===== config.mk =====
export PLATFORM = sky130hd
export DESIGN_NAME = landing_check
export DESIGN_NICKNAME = d
export VERILOG_FILES = /design/src/rtl/landing_pkg.sv /design/src/rtl/landing_kind_decode.sv /design/src/rtl/landing_compat.sv /design/src/rtl/bt_state_reg.sv /design/src/rtl/trap_out_reg.sv /design/src/rtl/landing_check.sv
export SDC_FILE = /design/constraint.sdc
export NUM_CORES = 1
export LEC_CHECK = 0
export BUFFER_PORTS_ARGS = -buffer_cell sky130_fd_sc_hd__buf_2
export CAP_MARGIN = 20
export CORE_MARGIN = 2
export CORE_UTILIZATION = 33
export CTS_BUF_LIST = sky130_fd_sc_hd__clkbuf_4
export DETAILED_ROUTE_END_ITERATION = 8
export GPL_TIMING_DRIVEN = 0
export HOLD_SLACK_MARGIN = 0.05
export PLACE_DENSITY = 0.81
export SLEW_MARGIN = 15
export SYNTH_ARGS = -nofsm -noshare
export SYNTH_HDL_FRONTEND = slang
export SYNTH_SLANG_ARGS = --single-unit

===== constraint.sdc =====
create_clock -name clk -period 1.45 [get_ports clk]
set_input_delay 0.0725 -clock clk [delete_from_list [all_inputs] [get_ports clk]]
set_output_delay 0.0725 -clock clk [all_outputs]
set_load 0.01 [all_outputs]

===== src/rtl/landing_pkg.sv =====
package landing_pkg;
  localparam int INSN_W = 32;
  localparam logic [INSN_W-1:0] HINT_MASK  = 32'hFFFF_F01F;
  localparam logic [INSN_W-1:0] HINT_MATCH = 32'hD503_201F;
  localparam logic [INSN_W-1:0] DBG_MASK   = 32'hFFE0_001F;
  localparam logic [INSN_W-1:0] BRK_MATCH  = 32'hD420_0000;
  localparam logic [INSN_W-1:0] HLT_MATCH  = 32'hD440_0000;
  localparam int SEL_LSB = 5;
  localparam int SEL_W   = 7;

  localparam logic [SEL_W-1:0] SEL_SIGN_A = 7'h19;
  localparam logic [SEL_W-1:0] SEL_SIGN_B = 7'h1B;
  localparam logic [SEL_W-1:0] SEL_PAD    = 7'h20;
  localparam logic [SEL_W-1:0] SEL_PAD_C  = 7'h22;
  localparam logic [SEL_W-1:0] SEL_PAD_J  = 7'h24;
  localparam logic [SEL_W-1:0] SEL_PAD_JC = 7'h26;

  typedef enum logic [2:0] {
    LK_OTHER,
    LK_SIGN,
    LK_PAD,
    LK_PAD_C,
    LK_PAD_J,
    LK_PAD_JC,
    LK_DEBUG
  } land_kind_t;
endpackage


===== src/rtl/landing_kind_decode.sv =====
module landing_kind_decode
  import landing_pkg::*;
(
  input  logic [INSN_W-1:0] insn,
  output land_kind_t        kind
);
  logic             in_hint;
  logic [SEL_W-1:0] sel;

  assign in_hint = (insn & HINT_MASK) == HINT_MATCH;
  assign sel     = insn[SEL_LSB +: SEL_W];

  always_comb begin
    kind = LK_OTHER;
    if (in_hint) begin
      unique case (sel)
        SEL_SIGN_A, SEL_SIGN_B: kind = LK_SIGN;
        SEL_PAD:                kind = LK_PAD;
        SEL_PAD_C:              kind = LK_PAD_C;
        SEL_PAD_J:              kind = LK_PAD_J;
        SEL_PAD_JC:             kind = LK_PAD_JC;
        default:                kind = LK_OTHER;
      endcase
    end else if (((insn & DBG_MASK) == BRK_MATCH) ||
                 ((insn & DBG_MASK) == HLT_MATCH)) begin
      kind = LK_DEBUG;
    end
  end
endmodule


===== src/rtl/landing_compat.sv =====
module landing_compat
  import landing_pkg::*;
#(
  parameter int BT_W = 2
) (
  input  land_kind_t      kind,
  input  logic            chk_enable,
  input  logic [BT_W-1:0] bt,
  output logic            ok
);
  localparam logic [BT_W-1:0] BT_CALL = BT_W'(2);
  localparam logic [BT_W-1:0] BT_ANY  = BT_W'(3);

  always_comb begin
    unique case (kind)
      LK_SIGN:   ok = !(chk_enable && bt == BT_ANY);
      LK_PAD:    ok = 1'b0;
      LK_PAD_C:  ok = bt != BT_ANY;
      LK_PAD_J:  ok = bt != BT_CALL;
      LK_PAD_JC: ok = 1'b1;
      LK_DEBUG:  ok = 1'b1;
      default:   ok = 1'b0;
    endcase
  end
endmodule


===== src/rtl/bt_state_reg.sv =====
module bt_state_reg #(
  parameter int BT_W = 2
) (
  input  logic            clk,
  input  logic            rst,
  input  logic            valid,
  input  logic            trap,
  input  logic            sets_bt,
  input  logic [BT_W-1:0] new_bt,
  input  logic            exc_taken,
  output logic [BT_W-1:0] bt
);
  always_ff @(posedge clk) begin
    if (rst) begin
      bt <= '0;
    end else if (valid && !trap) begin
      if (sets_bt)        bt <= new_bt;
      else if (!exc_taken) bt <= '0;
    end
  end

  p_clear_r6: assert property (@(posedge clk) disable iff (rst)
    (valid && !trap && !sets_bt && !exc_taken) |=> (bt == '0));
  p_load_r7: assert property (@(posedge clk) disable iff (rst)
    (valid && !trap && sets_bt) |=> (bt == $past(new_bt)));
  p_hold_trap_r8: assert property (@(posedge clk) disable iff (rst)
    (valid && trap) |=> $stable(bt));
  p_hold_exc_r8: assert property (@(posedge clk) disable iff (rst)
    (valid && !trap && !sets_bt && exc_taken) |=> $stable(bt));
  p_idle_r10: assert property (@(posedge clk) disable iff (rst)
    !valid |=> $stable(bt));
endmodule


===== src/rtl/trap_out_reg.sv =====
module trap_out_reg #(
  parameter int              BT_W    = 2,
  parameter int              SYN_W   = 32,
  parameter int              EC_W    = 6,
  parameter logic [EC_W-1:0] EC_CODE = 6'h0D
) (
  input  logic             clk,
  input  logic             rst,
  input  logic             valid,
  input  logic             trap_now,
  input  logic [BT_W-1:0]  bt,
  output logic             trap_o,
  output logic [SYN_W-1:0] syndrome_o
);
  localparam int PAD_W = SYN_W - EC_W - BT_W;

  always_ff @(posedge clk) begin
    if (rst) begin
      trap_o     <= 1'b0;
      syndrome_o <= '0;
    end else if (valid && trap_now) begin
      trap_o     <= 1'b1;
      syndrome_o <= {EC_CODE, {PAD_W{1'b0}}, bt};
    end else begin
      trap_o     <= 1'b0;
      syndrome_o <= '0;
    end
  end

  p_no_valid_r4: assert property (@(posedge clk) disable iff (rst)
    !valid |=> !trap_o);
  p_trap_bt_r4: assert property (@(posedge clk) disable iff (rst)
    (valid && trap_now) |=> (trap_o && syndrome_o[BT_W-1:0] == $past(bt)));
  p_class_r5: assert property (@(posedge clk) disable iff (rst)
    trap_o |-> (syndrome_o[SYN_W-1 -: EC_W] == EC_CODE &&
                syndrome_o[SYN_W-EC_W-1:BT_W] == '0 &&
                syndrome_o[BT_W-1:0] != '0));
  p_quiet_r5: assert property (@(posedge clk) disable iff (rst)
    !trap_o |-> (syndrome_o == '0));
endmodule


===== src/rtl/landing_check.sv =====
module landing_check
  import landing_pkg::*;
#(
  parameter int              BT_W    = 2,
  parameter int              SYN_W   = 32,
  parameter int              EC_W    = 6,
  parameter logic [EC_W-1:0] EC_CODE = 6'h0D
) (
  input  logic             clk,
  input  logic             rst,
  input  logic [31:0]      insn_i,
  input  logic             insn_valid_i,
  input  logic             page_guarded_i,
  input  logic             chk_enable_i,
  input  logic             sets_bt_i,
  input  logic [BT_W-1:0]  new_bt_i,
  input  logic             exc_taken_i,
  output logic             trap_o,
  output logic [SYN_W-1:0] syndrome_o,
  output logic [BT_W-1:0]  bt_state_o
);
  land_kind_t kind;
  logic       land_ok;
  logic       trap_now;

  landing_kind_decode u_decode (
    .insn (insn_i),
    .kind (kind)
  );

  landing_compat #(.BT_W(BT_W)) u_compat (
    .kind       (kind),
    .chk_enable (chk_enable_i),
    .bt         (bt_state_o),
    .ok         (land_ok)
  );

  assign trap_now = (bt_state_o != '0) && page_guarded_i && !land_ok;

  bt_state_reg #(.BT_W(BT_W)) u_state (
    .clk       (clk),
    .rst       (rst),
    .valid     (insn_valid_i),
    .trap      (trap_now),
    .sets_bt   (sets_bt_i),
    .new_bt    (new_bt_i),
    .exc_taken (exc_taken_i),
    .bt        (bt_state_o)
  );

  trap_out_reg #(
    .BT_W(BT_W), .SYN_W(SYN_W), .EC_W(EC_W), .EC_CODE(EC_CODE)
  ) u_out (
    .clk        (clk),
    .rst        (rst),
    .valid      (insn_valid_i),
    .trap_now   (trap_now),
    .bt         (bt_state_o),
    .trap_o     (trap_o),
    .syndrome_o (syndrome_o)
  );

  p_unguarded_r4: assert property (@(posedge clk) disable iff (rst)
    (insn_valid_i && !page_guarded_i) |=> !trap_o);
  p_debug_ok_r3: assert property (@(posedge clk) disable iff (rst)
    (insn_valid_i && kind == LK_DEBUG) |=> !trap_o);
endmodule


======== Word level (Yosys, flattened, before mapping) ========
Index checks and enable logic that the tools add are counted.
operators by class
  reduce and logical (&&, ||, !) cells .... 14
  multiply operators ...................... 0
  shift operators ......................... 0
  add/subtract/negate cells ............... 0
  bitwise gates (word level) .............. 1
  equal/unequal tests ..................... 18
  magnitude comparators ................... 0
  divide/modulo/power cells ............... 0
  multiplexer cells ....................... 8
operators with widths
  cell                                            count
  == test 16 bit (second input constant)          2
  two-way mux 30 bit                              1
  == test 7 x 6 -> 1 bit (second input constant)  4
  == test 25 bit (second input constant)          1
  one-hot mux 3 bit (5 select lines)              1
  == test 7 x 5 -> 1 bit (second input constant)  2
  == test 3 bit (second input constant)           3
  two-way mux 3 bit                               2
  != test 2 bit (second input constant)           3
  OR reduction 2 bit                              3
  logical AND 1 bit                               5
  two-way mux 2 bit                               2
  one-hot mux 1 bit (4 select lines)              1
  == test 3 x 1 -> 1 bit (second input constant)  1
  == test 3 x 2 -> 1 bit (second input constant)  1
  logical NOT 1 bit                               3
  == test 2 bit (second input constant)           1
  AND reduction 2 bit                             1
  nonzero test 2 bit                              1
  logical OR 1 bit                                1
  two-way mux 1 bit                               1
  NOT 1 bit                                       1
word-level totals
  memories kept ........................... 0
  bits in read-only memories .............. 0
  output and inout bits ................... 35
  logic and storage cells ................. 45
  bits in latches ......................... 0
  input bits .............................. 41
  bits in writable memories ............... 0
  bits in registers ....................... 35

======== Logic depth before layout (Yosys ltp) ========
Gate-level depths: netlist of the first run.
  word-level depth ........................ 12
  mapped depth ............................ 5
  gate-level depth less buffers ........... 5

======== By module ========
Synthesis of the first run repeated with hierarchy kept, for this count alone.
second synthesis, totals
  cell total of the unflattened synthesis .. 80
  area, all modules ....................... 619.3 sq um
by module, submodules not included
  module               area each (sq um)  times used  cells an instance  sequential area each (sq um)
  trap_out_reg         319.1              1           37                 60.1
  landing_kind_decode  161.4              1           24                 0.0
  bt_state_reg         88.8               1           11                 40.0
  landing_compat       33.8               1           6                  0.0
  landing_check        16.3               1           2                  0.0

======== Worst setup path after synthesis of the first run ========
OpenSTA, ideal clock, no wires.
  path kind ............................... input to register
  from .................................... in insn_i[8]
  to ...................................... reg u_out.syndrome_o[0]
  path buffers ............................ 0
  cell stages on the path ................. 5
  path slack .............................. 0.173 ns
  arrival time ............................ 1.162 ns
  setup time .............................. 0.116 ns
  data required time ...................... 1.334 ns
  cell sequence ........................... or4b_4 -> o22ai_2 -> o2111ai_2 -> and3_4 -> and3_1
on the way
  word-level cells in the longest chain between the ends .. 12
  elaborated cells between the ends (all ways) .. 21
  classes of those cells .................. 11 x eq/ne; 3 x mux; 1 x bitwise; 6 x reduce/logical
RTL lines
  element                                line                       source
  from (decl)                            landing_check.sv:11        input logic [31:0] insn_i,
  == test 7 x 5 -> 1 bit                 landing_kind_decode.sv:16  unique case (sel)
  OR reduction 2 bit                     landing_kind_decode.sv:16
  one-hot mux 3 bit (5 select lines) *   landing_kind_decode.sv:16
  two-way mux 3 bit *                    landing_kind_decode.sv:15  if (in_hint) begin
  == test 3 bit                          landing_compat.sv:15       unique case (kind)
  OR reduction 2 bit (no source line)    --
  one-hot mux 1 bit (4 select lines) *   landing_compat.sv:15
  logical NOT 1 bit *                    landing_check.sv:38        assign trap_now = (bt_state_o != '0) && page_guarded_i && !land_ok;
  logical AND 1 bit *                    landing_check.sv:38
  logical AND 1 bit *                    trap_out_reg.sv:21         end else if (valid && trap_now) begin
  NOT 1 bit (no source line) *           --
  OR reduction 2 bit (no source line) *  --
  to (signal assigned)                   trap_out_reg.sv:23         syndrome_o <= {EC_CODE, {PAD_W{1'b0}}, bt};
  to (decl)                              trap_out_reg.sv:13         output logic [SYN_W-1:0] syndrome_o
Every way passes the cells marked *; elsewhere a longest branch is shown, timed or not.
A chain may end at the register's enable or synchronous reset.

======== Worst setup path in the final report of the first run ========
  from .................................... reg u_state.bt[0]
  to ...................................... reg u_state.bt[1]
on the way
  word-level cells in the longest chain between the ends .. 9
  elaborated cells between the ends (all ways) .. 13
  classes of those cells .................. 3 x eq/ne; 1 x mux; 9 x reduce/logical
RTL lines
  element                                 line                  source
  from (decl)                             bt_state_reg.sv:11    output logic [BT_W-1:0] bt
  from (signal assigned)                  bt_state_reg.sv:17    if (sets_bt) bt <= new_bt;
  == test 2 bit                           landing_compat.sv:16  LK_SIGN: ok = !(chk_enable && bt == BT_ANY);
  logical AND 1 bit                       landing_compat.sv:16
  logical NOT 1 bit                       landing_compat.sv:16
  one-hot mux 1 bit (4 select lines)      landing_compat.sv:15
  logical NOT 1 bit                       landing_check.sv:38
  logical AND 1 bit *                     landing_check.sv:38
  logical NOT 1 bit *                     bt_state_reg.sv:16    end else if (valid && !trap) begin
  logical AND 1 bit *                     bt_state_reg.sv:16
  AND reduction 2 bit (no source line) *  --
Marked as above.

==> results of run 1 <==
[layer usage]
layer  GRT usage  vias up  wire length, um
met1       0.120      301              490
met5           0        -                0
met3      0.0308        2              135
met2       0.257       44              852
li1            -      362                -
met4      0.0778        0                2
[power by group]
group,switching (mW),internal [mW],leakage [nW]
Clock,0.0502,0.122,0.0184
Sequential,0.00423,0.141,0.0405
Combinational,0.0830,0.110,0.558
Total,0.138,0.373,0.617
[sequential cells by signal (all words and copies together), names as in the netlist]
name              flops
u_state.bt            2
u_out.syndrome_o      3
[cells in the mapped netlist]
| cell type | instances |
|---|---|
| o22ai_1 | 2 |
| nor4_1 | 1 |
| nand3_1 | 2 |
| buf_4 | 30 |
| nand4bb_1 | 2 |
| nand2b_1 | 2 |
| nor2_1 | 4 |
| o2111ai_2 | 1 |
| o211a_1 | 1 |
| inv_1 | 1 |
| o21a_1 | 1 |
| xor2_1 | 1 |
| and3_1 | 3 |
| nor4b_1 | 1 |
| nor4_4 | 1 |
| nand4b_1 | 1 |
| a31oi_1 | 1 |
| o21ai_0 | 2 |
| o22ai_2 | 1 |
| nor4bb_1 | 2 |
| dfxtp_1 | 5 |
| or4b_4 | 1 |
| and3_4 | 1 |
| and2_1 | 1 |
| conb_1 | 1 |
| nand4_1 | 2 |
| nor2b_1 | 1 |
| nand2_1 | 1 |
| or2_2 | 1 |
[layout make-up]
cell class	instances	area, um2
timing repair buffer	48	240
multi-input combinational	64	388
tap	25	31.3
inverter	1	3.75
buffer	30	225
fill	165	727
clock buffer	4	30.0
sequential	5	100
[worst max path at each step]
stage | startpoint | to | slack [ns] | cells after the start
2_1_floorplan | insn_i[8] | u_out.syndrome_o[0]$_SDFF_PP0_ | 0.17 | 5
3_3_place_gp | insn_i[9] | u_out.syndrome_o[0]$_SDFF_PP0_ | 0.007 | 6
3_5_place_dp | insn_i[9] | u_state.bt[1]$_SDFFE_PP0P_ | -0.02 | 6
4_1_cts | u_state.bt[0]$_SDFFE_PP0P_ | u_state.bt[1]$_SDFFE_PP0P_ | 0.20 | 4
5_1_grt | u_state.bt[0]$_SDFFE_PP0P_ | u_state.bt[0]$_SDFFE_PP0P_ | 0.13 | 4
6_report | u_state.bt[0]$_SDFFE_PP0P_ | u_state.bt[1]$_SDFFE_PP0P_ | 0.20 | 4
[through the flow]
stage	cell area (um2)	util
6_report	1020	0.584
5_1_grt	1020	0.584
4_1_cts	1020	0.584
3_5_place_dp	988	0.566
3_3_place_gp	988	0.566
2_1_floorplan	717	-
[cells by family after synthesis]
family	Yosys count	share of synthesized area
simple gates	27	0.329
xor+xnor	1	0.0141
flops	5	0.162
compound gates	9	0.119
other cells	1	0.00605
buf+inv	31	0.370
[critical path, stage by stage, from the launching register on]
cell and delay (ns):
dfxtp_1 0.41, o211a_1 0.19, o2111ai_2 0.14, a31oi_1 0.26, o22ai_1 0.12
==> flow_summary_export.csv, run 1 <==
group,metric,value,unit
worst_setup_path,reg2reg_depth,4,
sta,setup_ws,0.197,ns
clocking,ctsHoldBuffers,0,
clocking,cts_buffers,3,
final_layout,syn_to_final_growth,64.4,%
sta,slew_violations,0,
sta,rsz0062_at_grt,"no",
worst_hold_path,worstHoldPathCells,3,
synth,syn-cell-area,619,um2
clocking,clk_latency,0.23,ns
clocking,post-cts-setup-buffers,0,
synth,synth_seq_cells,5,
global_route,overflow,0,
worst_setup_path,path_class,"register to register",
die,fp-row-count,15,
drt,final_antenna_net_count,0,
worst_setup_path,critPathMaxFanout,6,
final_layout,antenna_cells,0,
power,p_leak,0.617,nW
global_route,antenna_found_initial,0,
global_route,grt_pass1_wl,2.12,mm
drt,firstDrtPassIters,4,
clocking,cts-root-buf,"clkbuf_4",
outcome,status,"complete, no violations",
power,ir_drop,188,uV
synth,yosysSeqAreaShare,0.162,
power,total_power,0.511,mW
place,io_buffers,48,
synth,avgSynthCellArea,8.37,um2
die,ios,76,
worst_setup_path,start_kind,"register",
synth,yosys_warnings,0,
flow_run,max_cap_viol_count,0,
clocking,cts_tree,"yes",
drt,vias_per_cell,4.01,
final_layout,final_cell_mix,"buf_2 (48), buf_4 (30), conb_1 (27), dfxtp_1 (5)",
drt,drc_errors,0,
worst_setup_path,reg2reg_slack,0.20,ns
worst_setup_path,endpoint_kind,"register",
global_route,track_usage,0.132,
sta,timing.hold.ws,0.109,ns
worst_setup_path,r2r_start,"u_state.bt[0]$_SDFFE_PP0P_",
final_layout,layout_commonest_cell,"buf_2",
sta,setup_viol_count_final,0,
drt,vias,709,
sta,max_freq,798,MHz
synth,synth_cell_type_count,29,
clocking,htree_levels,1,
clocking,cts_buffer_depth,2,
drt,wl_per_cell,8.36,um
clocking,clk_pin_slew,0.04,ns
worst_setup_path,rr_endpoint,"u_state.bt[1]$_SDFFE_PP0P_",
die,core_area,0.00175,mm2
synth,synth_top_area_share,0.364,
drt,wl,1.48,mm
place,dp_hpwl,1.36,mm
synth,yosysTopAreaCell,"buf_4",
synth,synth_cells,74,
sta,final-hold-violation-count,0,
sta,fin_crit,1.25,ns
die,start_util,0.355,
final_layout,layout-drive-gt1-share,0.579,
worst_setup_path,cp.required,1.56,ns
worst_hold_path,hp-start,"new_bt_i[1]",
global_route,grt_pass1_vias,587,
clocking,cts_resized,0,
worst_hold_path,hold_end,"u_state.bt[1]$_SDFFE_PP0P_",
die,die_w,47.3,um
sta,min_period_over_period,0.864,
global_route,grt_max_degree,7,
place,post-place-ws,-0.0217,ns
final_layout,final_cells,177,
die,die-area,0.00224,mm2
clocking,cts_sinks,5,
worst_hold_path,hold_class,"primary input to register",
place,globalplace.congestion,0.688,
synth,yosys-top-cells-area,"buf_4 (36%), dfxtp_1 (16%), nand4bb_1 (3.6%), nor4_4 (3.4%), nor4bb_1 (3.2%)",
worst_setup_path,arrival,1.37,ns
drt,dr.first_iter.drc_count,7,
final_layout,fin_nets,194,
sta,fin_tns_setup,0,ns
sta,fin_worst_skew,0.000725,ns
die,dieHeight,47.3,um
place,place_inst,173,
power,powerDensity,502,mW/mm2
No activity file was read; power rests on OpenSTA's default activity.
==> run 2: changes to the inputs <==
--- a/config.mk
+++ b/config.mk
@@ -7,13 +7,15 @@
 export LEC_CHECK = 0
 export BUFFER_PORTS_ARGS = -buffer_cell sky130_fd_sc_hd__buf_2
 export CAP_MARGIN = 20
+export CELL_PAD_IN_SITES_DETAIL_PLACEMENT = 1
+export CELL_PAD_IN_SITES_GLOBAL_PLACEMENT = 1
 export CORE_MARGIN = 2
-export CORE_UTILIZATION = 33
+export CORE_UTILIZATION = 20
 export CTS_BUF_LIST = sky130_fd_sc_hd__clkbuf_4
 export DETAILED_ROUTE_END_ITERATION = 8
 export GPL_TIMING_DRIVEN = 0
 export HOLD_SLACK_MARGIN = 0.05
-export PLACE_DENSITY = 0.81
+export PLACE_DENSITY_LB_ADDON = 0.1
 export SLEW_MARGIN = 15
 export SYNTH_ARGS = -nofsm -noshare
 export SYNTH_HDL_FRONTEND = slang
==> run 2 against run 1 <==
Clock power rose by 4%. Hold slack improved by 0.011 ns. Register-to-register slack improved by 0.02 ns. Critical path type unchanged. Largest power group unchanged. Highest routed layer unchanged.
==> flow_summary_export.csv, run 2 (synthesized netlist as in run 1, its figures left out) <==
group,metric,value,unit
place,place_inst,181,
global_route,grtUsageMet2,0.186,
sta,fin_crit,1.23,ns
worst_setup_path,critPathMaxFanout,6,
outcome,status,"complete, no violations",
clocking,ctsHoldBuffers,0,
place,io_buffers,48,
worst_setup_path,critPathBufInv,0,
sta,slew_violations,0,
final_layout,top_regs,"u_out.syndrome_o x3, u_state.bt x2",
sta,fin_worst_skew,0.00117,ns
clocking,cts_buffers,3,
final_layout,regMostFlops,"u_out.syndrome_o",
flow_run,max_cap_viol_count,0,
worst_setup_path,critPathSlowestCell,"dfxtp_1",
global_route,use_met1,0.103,
clocking,cts_sinks,5,
final_layout,fin_nets,194,
drt,wl,1.79,mm
final_layout,layout-drive-gt1-share,0.579,
clocking,cts_tree,"yes",
power,powerDensity,505,mW/mm2
die,core_area,0.00300,mm2
final_layout,largest_reg_flops,3,
worst_setup_path,max_stage_delay,0.41,ns
worst_setup_path,reg2reg_slack,0.22,ns
die,die_w,59.7,um
worst_setup_path,rr_endpoint,"u_state.bt[1]$_SDFFE_PP0P_",
global_route,antenna_found_initial,0,
global_route,grt.busiest_layer,"met2",
place,globalplace.congestion,0.688,
die,fp-row-count,20,
global_route,use_met3,0.0455,
clocking,post-cts-setup-buffers,0,
sta,final-hold-violation-count,0,
worst_hold_path,hold_end,"u_state.bt[1]$_SDFFE_PP0P_",
worst_setup_path,path_cells,"o211a_1 > o2111ai_2 > a31oi_1 > o22ai_1",
clocking,cts_buffer_depth,2,
drt,firstDrtPassIters,2,
die,start_util,0.206,
clocking,cts_resized,0,
sta,max_freq,811,MHz
worst_hold_path,worstHoldPathCells,3,
worst_setup_path,endpoint_kind,"register",
die,die-area,0.00356,mm2
clocking,cts-root-buf,"clkbuf_4",
drt,dr.first_iter.drc_count,13,
power,total_power,0.519,mW
final_layout,fin_util,0.343,
global_route,overflow,0,
clocking,clk_latency,0.24,ns
final_layout,antenna_cells,0,
drt,drc_errors,0,
sta,min_period_over_period,0.850,
worst_hold_path,hold_class,"primary input to register",
final_layout,layout_commonest_cell,"buf_2",
sta,rsz0062_at_grt,"no",
drt,vias_per_cell,3.85,
worst_setup_path,arrival,1.35,ns
final_layout,fillCellCount,403,
worst_setup_path,start_kind,"register",
worst_setup_path,cp.required,1.57,ns
clocking,htree_levels,1,
power,ir_drop,158,uV
die,ios,76,
worst_setup_path,cp_top_family,"compound AO/OA/AOI/OAI gates",
global_route,track_usage,0.102,
die,dieHeight,59.7,um
power,p_leak,0.617,nW
drt,final_antenna_net_count,0,
worst_setup_path,path_class,"register to register",
final_layout,syn_to_final_growth,66.1,%
final_layout,final_cells,185,
sta,setup_viol_count_final,0,
drt,wl_per_cell,9.69,um
final_layout,final_cell_mix,"buf_2 (48), buf_4 (30), conb_1 (27), dfxtp_1 (5)",
worst_hold_path,hp-start,"new_bt_i[1]",
clocking,clk_pin_slew,0.04,ns
global_route,grt_max_degree,7,
sta,fin_tns_setup,0,ns
worst_setup_path,r2r_start,"u_state.bt[0]$_SDFFE_PP0P_",
worst_setup_path,reg2reg_depth,4,
drt,vias,713,
global_route,grt_pass1_wl,2.76,mm
global_route,grt_pass1_vias,721,
run 2: cell counts in the layout (fill, tap and decap cells not counted):
No cell type changed its count.
run 2: worst max path at each step:
stage,from,endpoint,slack (ns),cells past startpoint
2_1_floorplan,insn_i[8],u_out.syndrome_o[0]$_SDFF_PP0_,0.17,5
3_3_place_gp,insn_i[9],u_out.syndrome_o[1]$_SDFF_PP0_,-0.02,6
3_5_place_dp,insn_i[9],u_state.bt[1]$_SDFFE_PP0P_,-0.04,6
4_1_cts,u_state.bt[0]$_SDFFE_PP0P_,u_state.bt[1]$_SDFFE_PP0P_,0.20,4
5_1_grt,u_state.bt[0]$_SDFFE_PP0P_,u_state.bt[0]$_SDFFE_PP0P_,0.12,4
6_report,u_state.bt[0]$_SDFFE_PP0P_,u_state.bt[1]$_SDFFE_PP0P_,0.22,4
run 2: final cells by class:
type / count / area (um2) / share of cell area
well taps: 33 / 41.3 / 0.0401
inverters: 1 / 3.75 / 0.00365
multi-input cells: 64 / 388 / 0.377
flip-flops and latches: 5 / 100 / 0.0973
repair buffers: 48 / 240 / 0.234
clock buffers: 4 / 30.0 / 0.0292
plain buffers: 30 / 225 / 0.219
run 2: power breakdown:
| group | internal, mW | leakage, nW | total (mW) | switching [mW] |
|---|---|---|---|---|
| registers | 0.141 | 0.0405 | 0.145 | 0.00404 |
| logic | 0.110 | 0.558 | 0.195 | 0.0849 |
| clock network | 0.123 | 0.0184 | 0.179 | 0.0562 |
run 2: per-stage QoR:
step / setup WS, ns / hold slack (ns) / area [um2]
2_1_floorplan: 0.173 / 0.234 / 717
6_report: 0.217 / 0.120 / 1030
5_1_grt: 0.121 / 0.130 / 1030
3_3_place_gp: -0.0166 / 0.358 / 998
3_5_place_dp: -0.0390 / 0.376 / 998
4_1_cts: 0.197 / 0.115 / 1030
run 2: layer usage:
layer,up-vias,wire length [um]
li1,363,-
met1,299,685
met2,49,871
met3,2,218
met4,0,17
met5,-,0
run 2: worst min-delay path, cell delays in order:
cell and delay, ns:
buf_2 0.10, nand3_1 0.06, o22ai_1 0.08
